===== config.mk =====
export PLATFORM = sky130hd
export DESIGN_NAME = autobaud_detect
export DESIGN_NICKNAME = d
export VERILOG_FILES = /design/src/rtl/autobaud_pkg.sv /design/src/rtl/autobaud_ctl.sv /design/src/rtl/autobaud_timer.sv /design/src/rtl/autobaud_divcalc.sv /design/src/rtl/autobaud_detect.sv
export SDC_FILE = /design/constraint.sdc
export NUM_CORES = 1
export LEC_CHECK = 0
export CORE_MARGIN = 3
export CORE_UTILIZATION = 50
export DETAILED_ROUTE_END_ITERATION = 10
export PLACE_DENSITY = 0.72
export RECOVER_POWER = 50
export SYNTH_ARGS = -nofsm -noshare
export SYNTH_HDL_FRONTEND = slang
export SYNTH_SLANG_ARGS = --single-unit

===== constraint.sdc =====
create_clock -name clk -period 4.05 [get_ports clk]
set_clock_uncertainty 0.05 [all_clocks]
set_input_delay 0.81 -clock clk [delete_from_list [all_inputs] [get_ports clk]]
set_output_delay 0.81 -clock clk [all_outputs]
set_load 0.02 [all_outputs]

===== src/rtl/autobaud_pkg.sv =====
package autobaud_pkg;

   // Timer phases for the start-bit measurement
   typedef enum logic [1:0] {
      TS_OFF       = 2'd0,
      TS_WAIT_HIGH = 2'd1,
      TS_WAIT_FALL = 2'd2,
      TS_COUNT     = 2'd3
   } abd_tstate_e;

   // Divisor rounding variants
   localparam int unsigned RND_TRUNC = 0;
   localparam int unsigned RND_HALF  = 1;

endpackage


===== src/rtl/autobaud_ctl.sv =====
module autobaud_ctl (
   input  logic clk,
   input  logic rst_n,
   input  logic uart_en,
   input  logic rx_idle,
   input  logic ctl_wr,
   input  logic ctl_wdata,
   input  logic err_clr,
   input  logic done_ok,
   input  logic err_evt,
   output logic en,
   output logic err_flag
);

   logic en_d;
   logic err_d;
   logic set_req;
   logic clr_req;

   assign set_req = ctl_wr &  ctl_wdata & rx_idle & ~en;
   assign clr_req = ctl_wr & ~ctl_wdata & rx_idle &  en;

   always_comb begin
      if (!uart_en)
         en_d = 1'b0;
      else if (done_ok || err_evt)
         en_d = 1'b0;
      else if (set_req)
         en_d = 1'b1;
      else if (clr_req)
         en_d = 1'b0;
      else
         en_d = en;
   end

   always_comb begin
      if (err_evt)
         err_d = 1'b1;
      else if (err_clr)
         err_d = 1'b0;
      else
         err_d = err_flag;
   end

   always_ff @(posedge clk or negedge rst_n) begin
      if (!rst_n) begin
         en       <= 1'b0;
         err_flag <= 1'b0;
      end else begin
         en       <= en_d;
         err_flag <= err_d;
      end
   end

endmodule


===== src/rtl/autobaud_timer.sv =====
module autobaud_timer
   import autobaud_pkg::*;
#(
   parameter int unsigned CNT_W = 16
) (
   input  logic             clk,
   input  logic             rst_n,
   input  logic             run,
   input  logic             rxd,
   output logic [CNT_W-1:0] cnt,
   output logic             fin,
   output logic             ovf
);

   localparam logic [CNT_W-1:0] CNT_MAX = {CNT_W{1'b1}};
   localparam logic [CNT_W-1:0] CNT_ONE = CNT_W'(1);

   abd_tstate_e st_q, st_d;
   logic        in_count;
   logic        at_max;

   assign in_count = run && (st_q == TS_COUNT);
   assign at_max   = (cnt == CNT_MAX);
   assign fin      = in_count &  rxd;
   assign ovf      = in_count & ~rxd & at_max;

   always_comb begin
      st_d = st_q;
      if (!run) begin
         st_d = TS_OFF;
      end else begin
         unique case (st_q)
            TS_OFF:       st_d = rxd ? TS_WAIT_FALL : TS_WAIT_HIGH;
            TS_WAIT_HIGH: if (rxd)  st_d = TS_WAIT_FALL;
            TS_WAIT_FALL: if (!rxd) st_d = TS_COUNT;
            TS_COUNT:     if (fin || ovf) st_d = TS_OFF;
            default:      st_d = TS_OFF;
         endcase
      end
   end

   always_ff @(posedge clk or negedge rst_n) begin
      if (!rst_n) begin
         st_q <= TS_OFF;
         cnt  <= '0;
      end else begin
         st_q <= st_d;
         if (run && st_q == TS_WAIT_FALL && !rxd)
            cnt <= CNT_ONE;
         else if (in_count && !rxd && !at_max)
            cnt <= cnt + CNT_ONE;
      end
   end

endmodule


===== src/rtl/autobaud_divcalc.sv =====
module autobaud_divcalc
   import autobaud_pkg::*;
#(
   parameter int unsigned CNT_W    = 16,
   parameter int unsigned OSR_LOG2 = 4,
   parameter int unsigned ROUNDING = RND_TRUNC
) (
   input  logic [CNT_W-1:0]          cnt,
   output logic [CNT_W-OSR_LOG2-1:0] div,
   output logic                      div_bad
);

   localparam int unsigned Q_W = CNT_W - OSR_LOG2;

   logic [CNT_W:0] sum;
   logic [Q_W:0]   quot;
   logic [Q_W:0]   quot_m1;

   generate
      if (ROUNDING == RND_HALF) begin : g_half
         localparam logic [CNT_W:0] HALF = (CNT_W+1)'(1) << (OSR_LOG2 - 1);
         assign sum = {1'b0, cnt} + HALF;
      end else begin : g_trunc
         assign sum = {1'b0, cnt};
      end
   endgenerate

   assign quot    = sum[CNT_W:OSR_LOG2];
   assign quot_m1 = quot - (Q_W+1)'(1);
   assign div     = quot_m1[Q_W-1:0];
   assign div_bad = (quot <= (Q_W+1)'(1));

endmodule


===== src/rtl/autobaud_detect.sv =====
module autobaud_detect
   import autobaud_pkg::*;
#(
   parameter int unsigned CNT_W    = 16,
   parameter int unsigned OSR_LOG2 = 4,
   parameter int unsigned ROUNDING = RND_TRUNC
) (
   input  logic                      clk,
   input  logic                      rst_n,
   input  logic                      rxd_sync,
   input  logic                      uart_en,
   input  logic                      rx_idle,
   input  logic                      ctl_wr,
   input  logic                      ctl_wdata,
   input  logic                      err_clr,
   output logic                      div_load,
   output logic [CNT_W-OSR_LOG2-1:0] div_val,
   output logic                      ab_active,
   output logic                      ab_err
);

   localparam int unsigned DIV_W = CNT_W - OSR_LOG2;

   generate
      if (OSR_LOG2 < 1 || OSR_LOG2 > 8) begin : g_bad_osr
         $error("autobaud_detect: OSR_LOG2 out of range 1..8");
      end
      if (CNT_W < OSR_LOG2 + 2) begin : g_bad_cnt
         $error("autobaud_detect: CNT_W too small for OSR_LOG2");
      end
      if (ROUNDING != RND_TRUNC && ROUNDING != RND_HALF) begin : g_bad_rnd
         $error("autobaud_detect: unknown ROUNDING variant");
      end
   endgenerate

   logic             en;
   logic [CNT_W-1:0] cnt;
   logic             fin;
   logic             ovf;
   logic [DIV_W-1:0] div_calc;
   logic             div_bad;
   logic             done_ok;
   logic             err_evt;
   logic             load_q;
   logic [DIV_W-1:0] div_q;

   assign done_ok = fin & ~div_bad;
   assign err_evt = ovf | (fin & div_bad);

   autobaud_ctl u_ctl (
      .clk      (clk),
      .rst_n    (rst_n),
      .uart_en  (uart_en),
      .rx_idle  (rx_idle),
      .ctl_wr   (ctl_wr),
      .ctl_wdata(ctl_wdata),
      .err_clr  (err_clr),
      .done_ok  (done_ok),
      .err_evt  (err_evt),
      .en       (en),
      .err_flag (ab_err)
   );

   autobaud_timer #(.CNT_W(CNT_W)) u_timer (
      .clk  (clk),
      .rst_n(rst_n),
      .run  (en),
      .rxd  (rxd_sync),
      .cnt  (cnt),
      .fin  (fin),
      .ovf  (ovf)
   );

   autobaud_divcalc #(
      .CNT_W   (CNT_W),
      .OSR_LOG2(OSR_LOG2),
      .ROUNDING(ROUNDING)
   ) u_div (
      .cnt    (cnt),
      .div    (div_calc),
      .div_bad(div_bad)
   );

   always_ff @(posedge clk or negedge rst_n) begin
      if (!rst_n) begin
         load_q <= 1'b0;
         div_q  <= '0;
      end else begin
         load_q <= done_ok;
         if (done_ok)
            div_q <= div_calc;
      end
   end

   assign div_load  = load_q;
   assign div_val   = div_q;
   assign ab_active = en;

endmodule


==> run metrics <==
Routed Antenna Nets=0; Mapped Cells=between 200 and 250; gpl congestion=0.888; TritonRoute pass-1 iters=4; routed len/inst=16.6 um; Max VDD drop=0.000200 V; 1st-iter DRT viols=around 100; crit-path cells=dlygate4sd3_1 > nand3b_1 > or4_1 > a21oi_1; Final Cycle Share=a little over two thirds; Worst Hold Class=register to register; WHS Path Cells=1; slew margin rel.=-18.0%; Worst Hold Path EP=div_val[9]; WP data arrival=2970 ps; clock buffer depth=2; Total Power=687 uW; fraction of the yosys area taken by sequential cells=between 30 and 40%; IO Port Bufs=22; HPWL Detailed=~3100 um; Worst setup SP type=input port; Die Ht=70.8 um; RSZ-0062 raised after global routing=false; vias in the first global route=1617; global route overflow=0; Final min period=~2800 ps; required time worst endpoint=approximately 4200 ps; CTS resizes=0; Vias=1698; outcome=finished, violations left; r2r endpoint=u_ctl.en; synth unique cells=50; violated checks=max-capacitance violations, max-slew violations; synth-to-layout area growth=14.1%; TNS Setup=0 ps; Yosys warnings=0; top-area cell type share of the netlist area=between 30% and 40%; Clock transition at path regs=70 ps; row count=22; crit path kind=input port to register; Crit. End Element=register; Post-Syn Area=0.00210 sq mm; synthesized flop and latch total=33; Pwr Density=~290 mW/mm^2; slowest cell on the critical path=or4_1; worst r2r path cells=5; Tightest Pin Transition=1770 ps; CTS H-tree depth=2; post-route DRC violation count=0; Critical R2R Launch=u_timer.cnt[4]; fillcell total=approximately 320; wirelength, routed=4460 um; most frequent cell after synthesis=dfrtp_1; Synth area leader=dfrtp_1; Num Clock Sinks=33; layout cells sized above 1=12.7%; postcts setup bufs=0; crit path buf inv count=1; Top FF cell, synth=dfrtp_1; TritonCTS clock tree=built; Lkg Pwr=1.10 nW; die area=between 0.005 and 0.006 sq mm; endpoints failing setup=0; All-Layer GR Usage=18.7%; FFs w/ async S/R, synth=100%; pin count of the biggest net entering global routing=34; Max Cap Viol=1; R2R Setup Slk=1790 ps; Layout Nets=236; Synth top cells by count=33 x dfrtp_1, 20 x nand3_1, 10 x a21oi_1, 10 x mux2_2; Multi-input gate area=around 0.0011 sq mm; ranking of synthesized cells by area=dfrtp_1 39%, mux2_2 5.4%, ha_1 4.8%, nand3_1 4.8%, o31ai_1 2.9%; CP peak stage delay=690 ps; Reg area=~830 sq um; Initial Utilization=54.5%; Crit Path Max Fanout=22; hold-fix buffers at CTS=0; first-pass GRT wire length=about 7600 um; CP delay by family, top=simple AND/OR/NAND/NOR gates; die width=about 70 um; diode count=0; initial antenna violation count=0; TritonCTS Buffers=5; core area=between 0.003 and 0.004 sq mm; clk_lat worst skew=290 ps; EDFF count, synth=0; Hold Fails Final Rpt=0; Post-Syn Nets=222; # IOs=23; hold path startpoint=div_val[9]; vias per inst=6.31; fmax=between 0.3 and 0.4 GHz; Syn Area/Cell=10.2 sq um; CTS root buf=clkbuf_8; Max Slew Vio Count=34
==> cell usage in the layout (no fill, tap or decap), types with 2 or more instances in the layout <==
| master | n |
|---|---|
| nand2b_1 | 3 |
| dfrtp_1 | 33 |
| o21ai_0 | 2 |
| nor4_4 | 2 |
| clkdlybuf4s50_1 | 14 |
| o41ai_1 | 4 |
| inv_1 | 7 |
| xor2_1 | 3 |
| o31ai_1 | 8 |
| ha_1 | 8 |
| clkbuf_8 | 6 |
| and4_1 | 3 |
| o21a_1 | 3 |
| o211ai_1 | 3 |
| nor4_1 | 2 |
| nand2_1 | 8 |
| and2_1 | 2 |
| nand3_1 | 20 |
| nor3_1 | 4 |
| mux2i_1 | 3 |
| xnor2_1 | 5 |
| nand4_1 | 5 |
| nand3b_1 | 2 |
| clkbuf_1 | 2 |
| and3b_1 | 2 |
| or3_1 | 2 |
| mux2_1 | 3 |
| a21oi_1 | 10 |
| mux2_2 | 10 |
| dlygate4sd3_1 | 8 |
| nor2_1 | 7 |
| o311ai_0 | 2 |
| or4_1 | 7 |
==> worst max path at each step <==
| stage | startpoint | to | cells past startpoint |
|---|---|---|---|
| 5_1_grt | rxd_sync | u_timer.cnt[12] | 5 |
| 3_3_place_gp | rxd_sync | u_timer.cnt[12] | 5 |
| 6_report | rxd_sync | u_timer.cnt[7] | 4 |
| 4_1_cts | rxd_sync | u_timer.cnt[12] | 5 |
| 2_1_floorplan | rxd_sync | u_timer.cnt[13] | 6 |
| 3_5_place_dp | rxd_sync | u_timer.cnt[7] | 4 |
==> power breakdown <==
part / switching (mW) / internal (mW) / total (mW)
clock: 0.126 / 0.201 / 0.326
combinational: 0.0131 / 0.0117 / 0.0248
sequential: 0.00384 / 0.332 / 0.336
==> flip-flops by register name, summed over array words and instances, names as in the netlist <==
signal and count:
div_load 1, u_ctl.en 1, div_val 12, u_timer.st_q 2
u_ctl.err_flag 1, u_timer.cnt 16
==> per-layer routing <==
layer  track usage (%)  routed length, um  vias up  share of wire (%)
met1              23.6               1980      832                 44
met2              32.0               2180       51                 49
met3              3.55                238        5                5.3
met5                 0                  0        -                  0
met4              6.68                 53        0                1.2
li1                  -                  -      810                  -
==> stage by stage <==
step | instance area [sq um] | utilization, % | std cells | worst slack (ps) | hold WS [ps]
after floorplan | 2100 | - | 206 | 1980 | 464
after global placement | 2280 | 59.3 | 261 | 1130 | 424
after detailed placement | 2280 | 59.3 | 261 | 1010 | 439
after CTS | 2400 | 62.3 | 269 | 1330 | 455
after global routing | 2400 | 62.2 | 269 | 1040 | 473
final | 2400 | 62.2 | 269 | 1230 | 447
==> area by class of cell <==
| class | instances | area share (%) |
|---|---|---|
| flip-flops and latches | 33 | 34.4 |
| well taps | 48 | 2.51 |
| multi-input cells | 150 | 47.8 |
| inverters | 7 | 1.10 |
| clock buffers | 7 | 3.60 |
| clock inverters | 1 | 1.25 |
| repair buffers | 23 | 9.34 |
==> cells by family after synthesis <==
kind of cell / count (synthesis) / share of synthesized area (%)
buf+inv: 23 / 6.19
fa+ha+maj: 8 / 4.76
simple gates: 81 / 25.7
compound gates: 37 / 12.3
mux: 16 / 8.40
flops: 33 / 39.3
xor+xnor: 8 / 3.34
No activity file was read; power rests on OpenSTA's default activity.
